### config.mk
export PLATFORM = sky130hd
export DESIGN_NAME = pwm_gen_top
export DESIGN_NICKNAME = d
export VERILOG_FILES = /design/src/rtl/pwm_pkg.sv /design/src/rtl/pwm_regbank.sv /design/src/rtl/pwm_counter.sv /design/src/rtl/pwm_out_ctl.sv /design/src/rtl/pwm_gen_top.sv
export SDC_FILE = /design/constraint.sdc
export NUM_CORES = 1
export LEC_CHECK = 0
export BUFFER_PORTS_ARGS = -buffer_cell sky130_fd_sc_hd__buf_4
export CAP_MARGIN = 0
export CORE_MARGIN = 3
export CORE_UTILIZATION = 59
export CTS_BUF_LIST = sky130_fd_sc_hd__clkbuf_8
export DETAILED_ROUTE_END_ITERATION = 8
export PLACE_DENSITY = 0.75
export SLEW_MARGIN = 0
export SYNTH_ARGS = -nofsm -noshare
export SYNTH_HDL_FRONTEND = slang
export SYNTH_SLANG_ARGS = --single-unit
export TNS_END_PERCENT = 50
### constraint.sdc
create_clock -name clk -period 7.5 [get_ports clk]
set_input_delay 0.75 -clock clk [delete_from_list [all_inputs] [get_ports clk]]
set_output_delay 0.75 -clock clk [all_outputs]
set_load 0.005 [all_outputs]
### src/rtl/pwm_pkg.sv
package pwm_pkg;
  typedef enum logic [1:0] {ACT_KEEP = 2'd0, ACT_LOW = 2'd1, ACT_HIGH = 2'd2} act_e;

  typedef struct packed {
    act_e on_zero;
    act_e on_load;
    act_e on_cmp_up;
    act_e on_cmp_dn;
  } act_set_t;

  localparam int NUM_REGS = 3;
  localparam logic [1:0] SEL_PERIOD = 2'd0;
  localparam logic [1:0] SEL_CMP_A  = 2'd1;
  localparam logic [1:0] SEL_CMP_B  = 2'd2;

  function automatic act_set_t mode_actions(input logic updown);
    act_set_t s;
    s.on_zero = ACT_KEEP;
    if (updown) begin
      s.on_load   = ACT_KEEP;
      s.on_cmp_up = ACT_HIGH;
    end else begin
      s.on_load   = ACT_HIGH;
      s.on_cmp_up = ACT_KEEP;
    end
    s.on_cmp_dn = ACT_LOW;
    return s;
  endfunction

  function automatic logic do_act(input logic cur, input act_e a, input logic hit);
    if (!hit) return cur;
    case (a)
      ACT_LOW:  return 1'b0;
      ACT_HIGH: return 1'b1;
      default:  return cur;
    endcase
  endfunction
endpackage

### src/rtl/pwm_regbank.sv
module pwm_regbank
  import pwm_pkg::*;
#(
  parameter int CNT_W = 16
) (
  input  logic                           clk,
  input  logic                           rst,
  input  logic                           wr_en,
  input  logic [1:0]                     wr_sel,
  input  logic [CNT_W-1:0]               wr_data,
  input  logic                           apply,
  output logic [NUM_REGS-1:0][CNT_W-1:0] act_q,
  output logic [NUM_REGS-1:0][CNT_W-1:0] nxt
);
  logic [NUM_REGS-1:0][CNT_W-1:0] shd_q;
  logic [NUM_REGS-1:0]            pend_q;

  for (genvar i = 0; i < NUM_REGS; i++) begin : g_slot
    logic hit;
    assign hit    = wr_en && (wr_sel == 2'(i));
    assign nxt[i] = (apply && pend_q[i]) ? shd_q[i] : act_q[i];

    always_ff @(posedge clk) begin
      if (rst) begin
        shd_q[i]  <= '0;
        pend_q[i] <= 1'b0;
        act_q[i]  <= '0;
      end else begin
        if (apply && pend_q[i]) act_q[i] <= shd_q[i];
        if (hit) begin
          shd_q[i]  <= wr_data;
          pend_q[i] <= 1'b1;
        end else if (apply) begin
          pend_q[i] <= 1'b0;
        end
      end
    end
  end
endmodule

### src/rtl/pwm_counter.sv
module pwm_counter #(
  parameter int CNT_W = 16
) (
  input  logic             clk,
  input  logic             rst,
  input  logic             run,
  input  logic             updown,
  input  logic [CNT_W-1:0] ld_cur,
  input  logic [CNT_W-1:0] ld_next,
  output logic [CNT_W-1:0] cnt_q,
  output logic             dir_up_q
);
  localparam logic [CNT_W-1:0] ONE = CNT_W'(1);

  always_ff @(posedge clk) begin
    if (rst) begin
      cnt_q    <= '0;
      dir_up_q <= 1'b0;
    end else if (run) begin
      if (!updown) begin
        cnt_q <= (cnt_q == '0) ? ld_next : cnt_q - ONE;
      end else if (dir_up_q) begin
        if (cnt_q >= ld_cur) begin
          dir_up_q <= 1'b0;
          cnt_q    <= cnt_q - ONE;
        end else begin
          cnt_q <= cnt_q + ONE;
        end
      end else if (cnt_q == '0) begin
        if (ld_next != '0) begin
          dir_up_q <= 1'b1;
          cnt_q    <= ONE;
        end
      end else begin
        cnt_q <= cnt_q - ONE;
      end
    end
  end
endmodule

### src/rtl/pwm_out_ctl.sv
module pwm_out_ctl
  import pwm_pkg::*;
#(
  parameter int CNT_W = 16
) (
  input  logic             clk,
  input  logic             rst,
  input  logic             en,
  input  logic             run,
  input  logic             updown,
  input  logic             dir_up,
  input  logic             ev_zero,
  input  logic             ev_load,
  input  logic [CNT_W-1:0] cnt,
  input  logic [CNT_W-1:0] cmp,
  output logic             pwm_q
);
  act_set_t acts;
  logic     rising, hit_up, hit_dn, nxt;

  assign acts   = mode_actions(updown);
  assign rising = updown && dir_up;
  assign hit_up = rising && (cnt == cmp);
  assign hit_dn = !rising && (cnt == cmp);

  // later actions win: zero, load, compare up, compare down
  always_comb begin
    nxt = pwm_q;
    nxt = do_act(nxt, acts.on_zero,   ev_zero);
    nxt = do_act(nxt, acts.on_load,   ev_load);
    nxt = do_act(nxt, acts.on_cmp_up, hit_up);
    nxt = do_act(nxt, acts.on_cmp_dn, hit_dn);
  end

  always_ff @(posedge clk) begin
    if (rst || !en) pwm_q <= 1'b0;
    else if (run)   pwm_q <= nxt;
  end
endmodule

### src/rtl/pwm_gen_top.sv
module pwm_gen_top
  import pwm_pkg::*;
#(
  parameter int CNT_W = 16
) (
  input  logic             clk,
  input  logic             rst,
  input  logic             en,
  input  logic             cnt_updown,
  input  logic             sync_mode,
  input  logic             sync_pulse,
  input  logic             dbg_halt,
  input  logic             dbg_freeze,
  input  logic             wr_en,
  input  logic [1:0]       wr_sel,
  input  logic [CNT_W-1:0] wr_data,
  output logic             pwm_a,
  output logic             pwm_b,
  output logic             zero_pulse,
  output logic             load_pulse
);
  logic [NUM_REGS-1:0][CNT_W-1:0] act_q, nxt;
  logic [CNT_W-1:0] cnt_q, ld_act;
  logic dir_up_q, at_zero, run, apply, sync_seen_q;
  logic [1:0] pwm_vec;

  assign ld_act  = act_q[SEL_PERIOD];
  assign at_zero = (cnt_q == '0);
  assign run     = en && !(dbg_halt && dbg_freeze && at_zero);
  assign apply   = run && at_zero && (!sync_mode || sync_seen_q || sync_pulse);

  always_ff @(posedge clk) begin
    if (rst) begin
      sync_seen_q <= 1'b0;
      zero_pulse  <= 1'b0;
      load_pulse  <= 1'b0;
    end else begin
      sync_seen_q <= (run && at_zero) ? 1'b0 : (sync_seen_q || sync_pulse);
      zero_pulse  <= run && at_zero;
      load_pulse  <= run && (cnt_q == ld_act);
    end
  end

  pwm_regbank #(.CNT_W(CNT_W)) u_regs (
    .clk(clk), .rst(rst), .wr_en(wr_en), .wr_sel(wr_sel), .wr_data(wr_data),
    .apply(apply), .act_q(act_q), .nxt(nxt)
  );

  pwm_counter #(.CNT_W(CNT_W)) u_cnt (
    .clk(clk), .rst(rst), .run(run), .updown(cnt_updown),
    .ld_cur(ld_act), .ld_next(nxt[SEL_PERIOD]),
    .cnt_q(cnt_q), .dir_up_q(dir_up_q)
  );

  for (genvar k = 0; k < 2; k++) begin : g_out
    pwm_out_ctl #(.CNT_W(CNT_W)) u_out (
      .clk(clk), .rst(rst), .en(en), .run(run), .updown(cnt_updown),
      .dir_up(dir_up_q), .ev_zero(at_zero), .ev_load(cnt_q == ld_act),
      .cnt(cnt_q), .cmp(act_q[SEL_CMP_A + k]), .pwm_q(pwm_vec[k])
    );
  end

  assign pwm_a = pwm_vec[0];
  assign pwm_b = pwm_vec[1];
endmodule

==> flow_metrics.py <==
metrics = {
    "critical_path": {
        "endpoint_kind": "register",
        "crit_fanout": 18,
        "cp-start-kind": "register",
        "crit_slowest_cell": "a31oi_1",
        "critPathTopFamily": "simple AND/OR/NAND/NOR gates",
        "worst-path-buf-inv": 1,
        "critical_path_required_ns": 7.83,
        "critPathKind": "register to register",
        "cpPeakStageDelay_ns": 0.81,
        "path_cells": "inv_1 -> ha_1 -> nor4b_1 -> and4_4 -> nand3_2 -> mux2i_1 -> a31oi_1 -> nor2_1 -> a2111oi_0",
        "critPathArrivalTime_ns": 4.29,
    },
    "final_layout": {
        "diodes": 0,
        "final_nets": 856,
        "drive_above_1_share_pct": 10.57,
        "area_growth_pct": 8.585,
        "nFillCells": 831,
    },
    "sta": {
        "finalHoldWorstSlack_ns": 0.4520,
        "rsz0062_at_grt": "no",
        "period_minus_slack_ns": 3.962,
        "finalCritPeriodShare_pct": 52.83,
        "tightest_slew_ns": 1.111,
        "maxSlewViolCount": 0,
        "relSlewSlack_pct": 25.60,
        "tns_ns": 0,
        "clock-skew-final_ns": 0.01229,
        "setup_viol": 0,
        "hold_violations": 0,
        "fmax_mhz": 252.4,
    },
    "yosys": {
        "synthFlopType": "dfxtp_1",
        "netlist_instances": 815,
        "synth_area_leader_cell": "dfxtp_1",
        "synth-edff-count": 0,
        "ys_ff_latch": 121,
        "yosysWarnings": 0,
        "yosysTopAreaCellShare_pct": 38.65,
        "synth_fp_nets": 860,
        "synthTopCellsByArea": "dfxtp_1, nand2_1, a21oi_1",
        "async_flop_share_pct": 0,
        "ys_seq_area_share_pct": 38.65,
        "synthTopCellsByCount": "nand2_1, dfxtp_1, a21oi_1",
        "ys_types": 63,
        "synth_area_per_cell_sq_um": 7.690,
        "synth.most_common_cell": "nand2_1",
        "netlist_area_sq_mm": 0.006267,
    },
    "global_route": {
        "grt_pass1_vias": 5659,
        "grt_overflow": 0,
        "grt_pass1_wl_microns": 29830,
        "grt_max_degree": 103,
        "track_usage_pct": 33.60,
        "antenna_found_initial": 0,
    },
    "power": {
        "ir_drop_v": 0.0002398,
        "cellPowerDensity_mw_per_mm2": 372.3,
        "p_leak_nw": 2.689,
    },
    "clock_tree": {
        "holdBufCountCts": 0,
        "clock-sinks": 121,
        "post-cts-setup-buffers": 0,
        "htree_levels": 4,
        "cts_tree": "built",
        "cts_max_path_buffers": 2,
        "cts_buffers": 17,
        "clkLatencyLatePin_ns": 0.45,
        "path_clk_slew_ns": 0.08,
        "root_buffer": "clkbuf_8",
        "cts_resized": 0,
    },
    "floorplan": {
        "dieArea_sq_mm": 0.01190,
        "die_w_microns": 109.1,
        "core.rowCount": 36,
        "io_pins": 31,
        "start_util_pct": 62.39,
        "die_height_microns": 109.1,
        "coreArea_sq_mm": 0.01004,
    },
    "min_path": {
        "hold_path.class": "register to register",
    },
    "detailed_routing": {
        "drc": 0,
        "drt_iter0_drc": 547,
        "antenna_left": 0,
        "vias": 5992,
        "wl_per_cell_microns": 19.96,
        "viasPerCell": 6.268,
        "finalWirelength_microns": 19090,
        "dr.pass1.iters": 5,
    },
    "placement": {
        "io_buffers": 30,
        "place_congestion": 0.9844,
        "hpwl_microns": 13440,
    },
    "run": {
        "cap_viol_max_count": 0,
    },
    "status": {
        "status": "completed",
    },
}
-- stage by stage --
step           power (mW)  instances  util [%]  instance area [sq um]  worst slack (ns)
6_report            2.533        956     67.75                   6805             3.538
5_1_grt             2.660        956     67.75                   6805             3.189
4_1_cts             2.497        956     67.75                   6805             3.564
3_5_place_dp        1.951        925     64.18                   6446             3.627
3_3_place_gp        1.936        925     64.18                   6446             3.774
2_1_floorplan       1.629        815         -                   6267             4.434
-- report_power, final --
| part | switching (mW) | internal (mW) | leakage (nW) |
|---|---|---|---|
| combinational | 0.746 | 0.416 | 1.52 |
| sequential | 0.133 | 0.691 | 0.981 |
| clock | 0.287 | 0.261 | 0.184 |
| total | 1.17 | 1.37 | 2.69 |
-- layout by cell type (no fill, tap or decap), types with 3 or more instances in the layout --
cell type  count
nand4_1       18
or2_2          7
buf_4         34
nor2_1        58
o2bb2ai_1      3
nor4_1        24
a221oi_1       3
ha_1          18
and4_1         3
nor3_1        15
nand3_1       15
o32ai_1        7
a211oi_1      12
o21ai_0       11
and3b_1        3
dfxtp_1      121
a21oi_1      107
a2111oi_0      3
o211ai_1       4
and2_1         6
and3_1         3
xor2_1        35
inv_6          4
mux2i_1       17
clkinv_2       3
or3_1          4
clkinv_4       3
clkbuf_8      17
nand3b_1       3
nand2_1      191
inv_1         26
a21o_1         3
-- per-layer routing --
layer  routed length, microns  global-route usage, %  up-vias
li1                         -                      -     2838
met3                     1447                  7.223       75
met5                        0                      0        -
met1                     7767                  41.57     2786
met4                     1126                  22.27        0
met2                     8745                  52.46      293
-- cells by family (layout without fill, tap and decap cells) --
| group | count (synthesis) | after routing | share of synthesized area [%] |
|---|---|---|---|
| AOI/OAI and AO/OA | 173 | 173 | 16.85 |
| buffers and inverters | 82 | 90 | 5.550 |
| DFF | 121 | 121 | 38.65 |
| adders and majority gates | 18 | 18 | 3.594 |
| xor gates and xnor gates | 37 | 37 | 5.171 |
| and+or+nand+nor | 365 | 365 | 27.11 |
| muxes | 19 | 19 | 3.074 |
-- state kept, by name, indices dropped and copies added, names as in the netlist --
name,cells
load_pulse,1
zero_pulse,1
u_cnt.dir_up_q,1
u_regs.act_q,48
u_cnt.cnt_q,16
u_regs.pend_q,3
sync_seen_q,1
g_out.u_out.pwm_q,2
u_regs.shd_q,48
-- path summary, 6_finish.rpt --
| kind | from | endpoint | slack, ns | cells after the start |
|---|---|---|---|---|
| min | u_regs.shd_q[21]$_SDFFE_PP0P_ | u_regs.act_q[21]$_SDFFE_PP0P_ | 0.45 | 2 |
| max reg2reg | u_cnt.cnt_q[0]$_SDFFE_PP0P_ | u_cnt.cnt_q[6]$_SDFFE_PP0P_ | 3.54 | 9 |
| min reg2reg | u_regs.shd_q[21]$_SDFFE_PP0P_ | u_regs.act_q[21]$_SDFFE_PP0P_ | 0.45 | 2 |
| max | u_cnt.cnt_q[0]$_SDFFE_PP0P_ | u_cnt.cnt_q[6]$_SDFFE_PP0P_ | 3.54 | 9 |
-- final cells by class --
type / instances / area (sq um) / area share, %
repair buffers: 34 / 255.2 / 3.751
multi-input cells: 612 / 3508 / 51.55
clock inverters: 14 / 125.1 / 1.839
inverters: 25 / 93.84 / 1.379
clock buffers: 17 / 234.0 / 3.438
flip-flops and latches: 121 / 2422 / 35.59
well taps: 133 / 166.4 / 2.445
-- worst reg2reg max path, delay by kind of cell, from the launching register on --
family	cells	cell delay (ns)
flops	1	0.42
compound gates	2	1.18
buf+inv	1	0.19
simple gates	4	1.49
fa+ha+maj	1	0.25
mux	1	0.30
(Power assumes the default switching activity.)
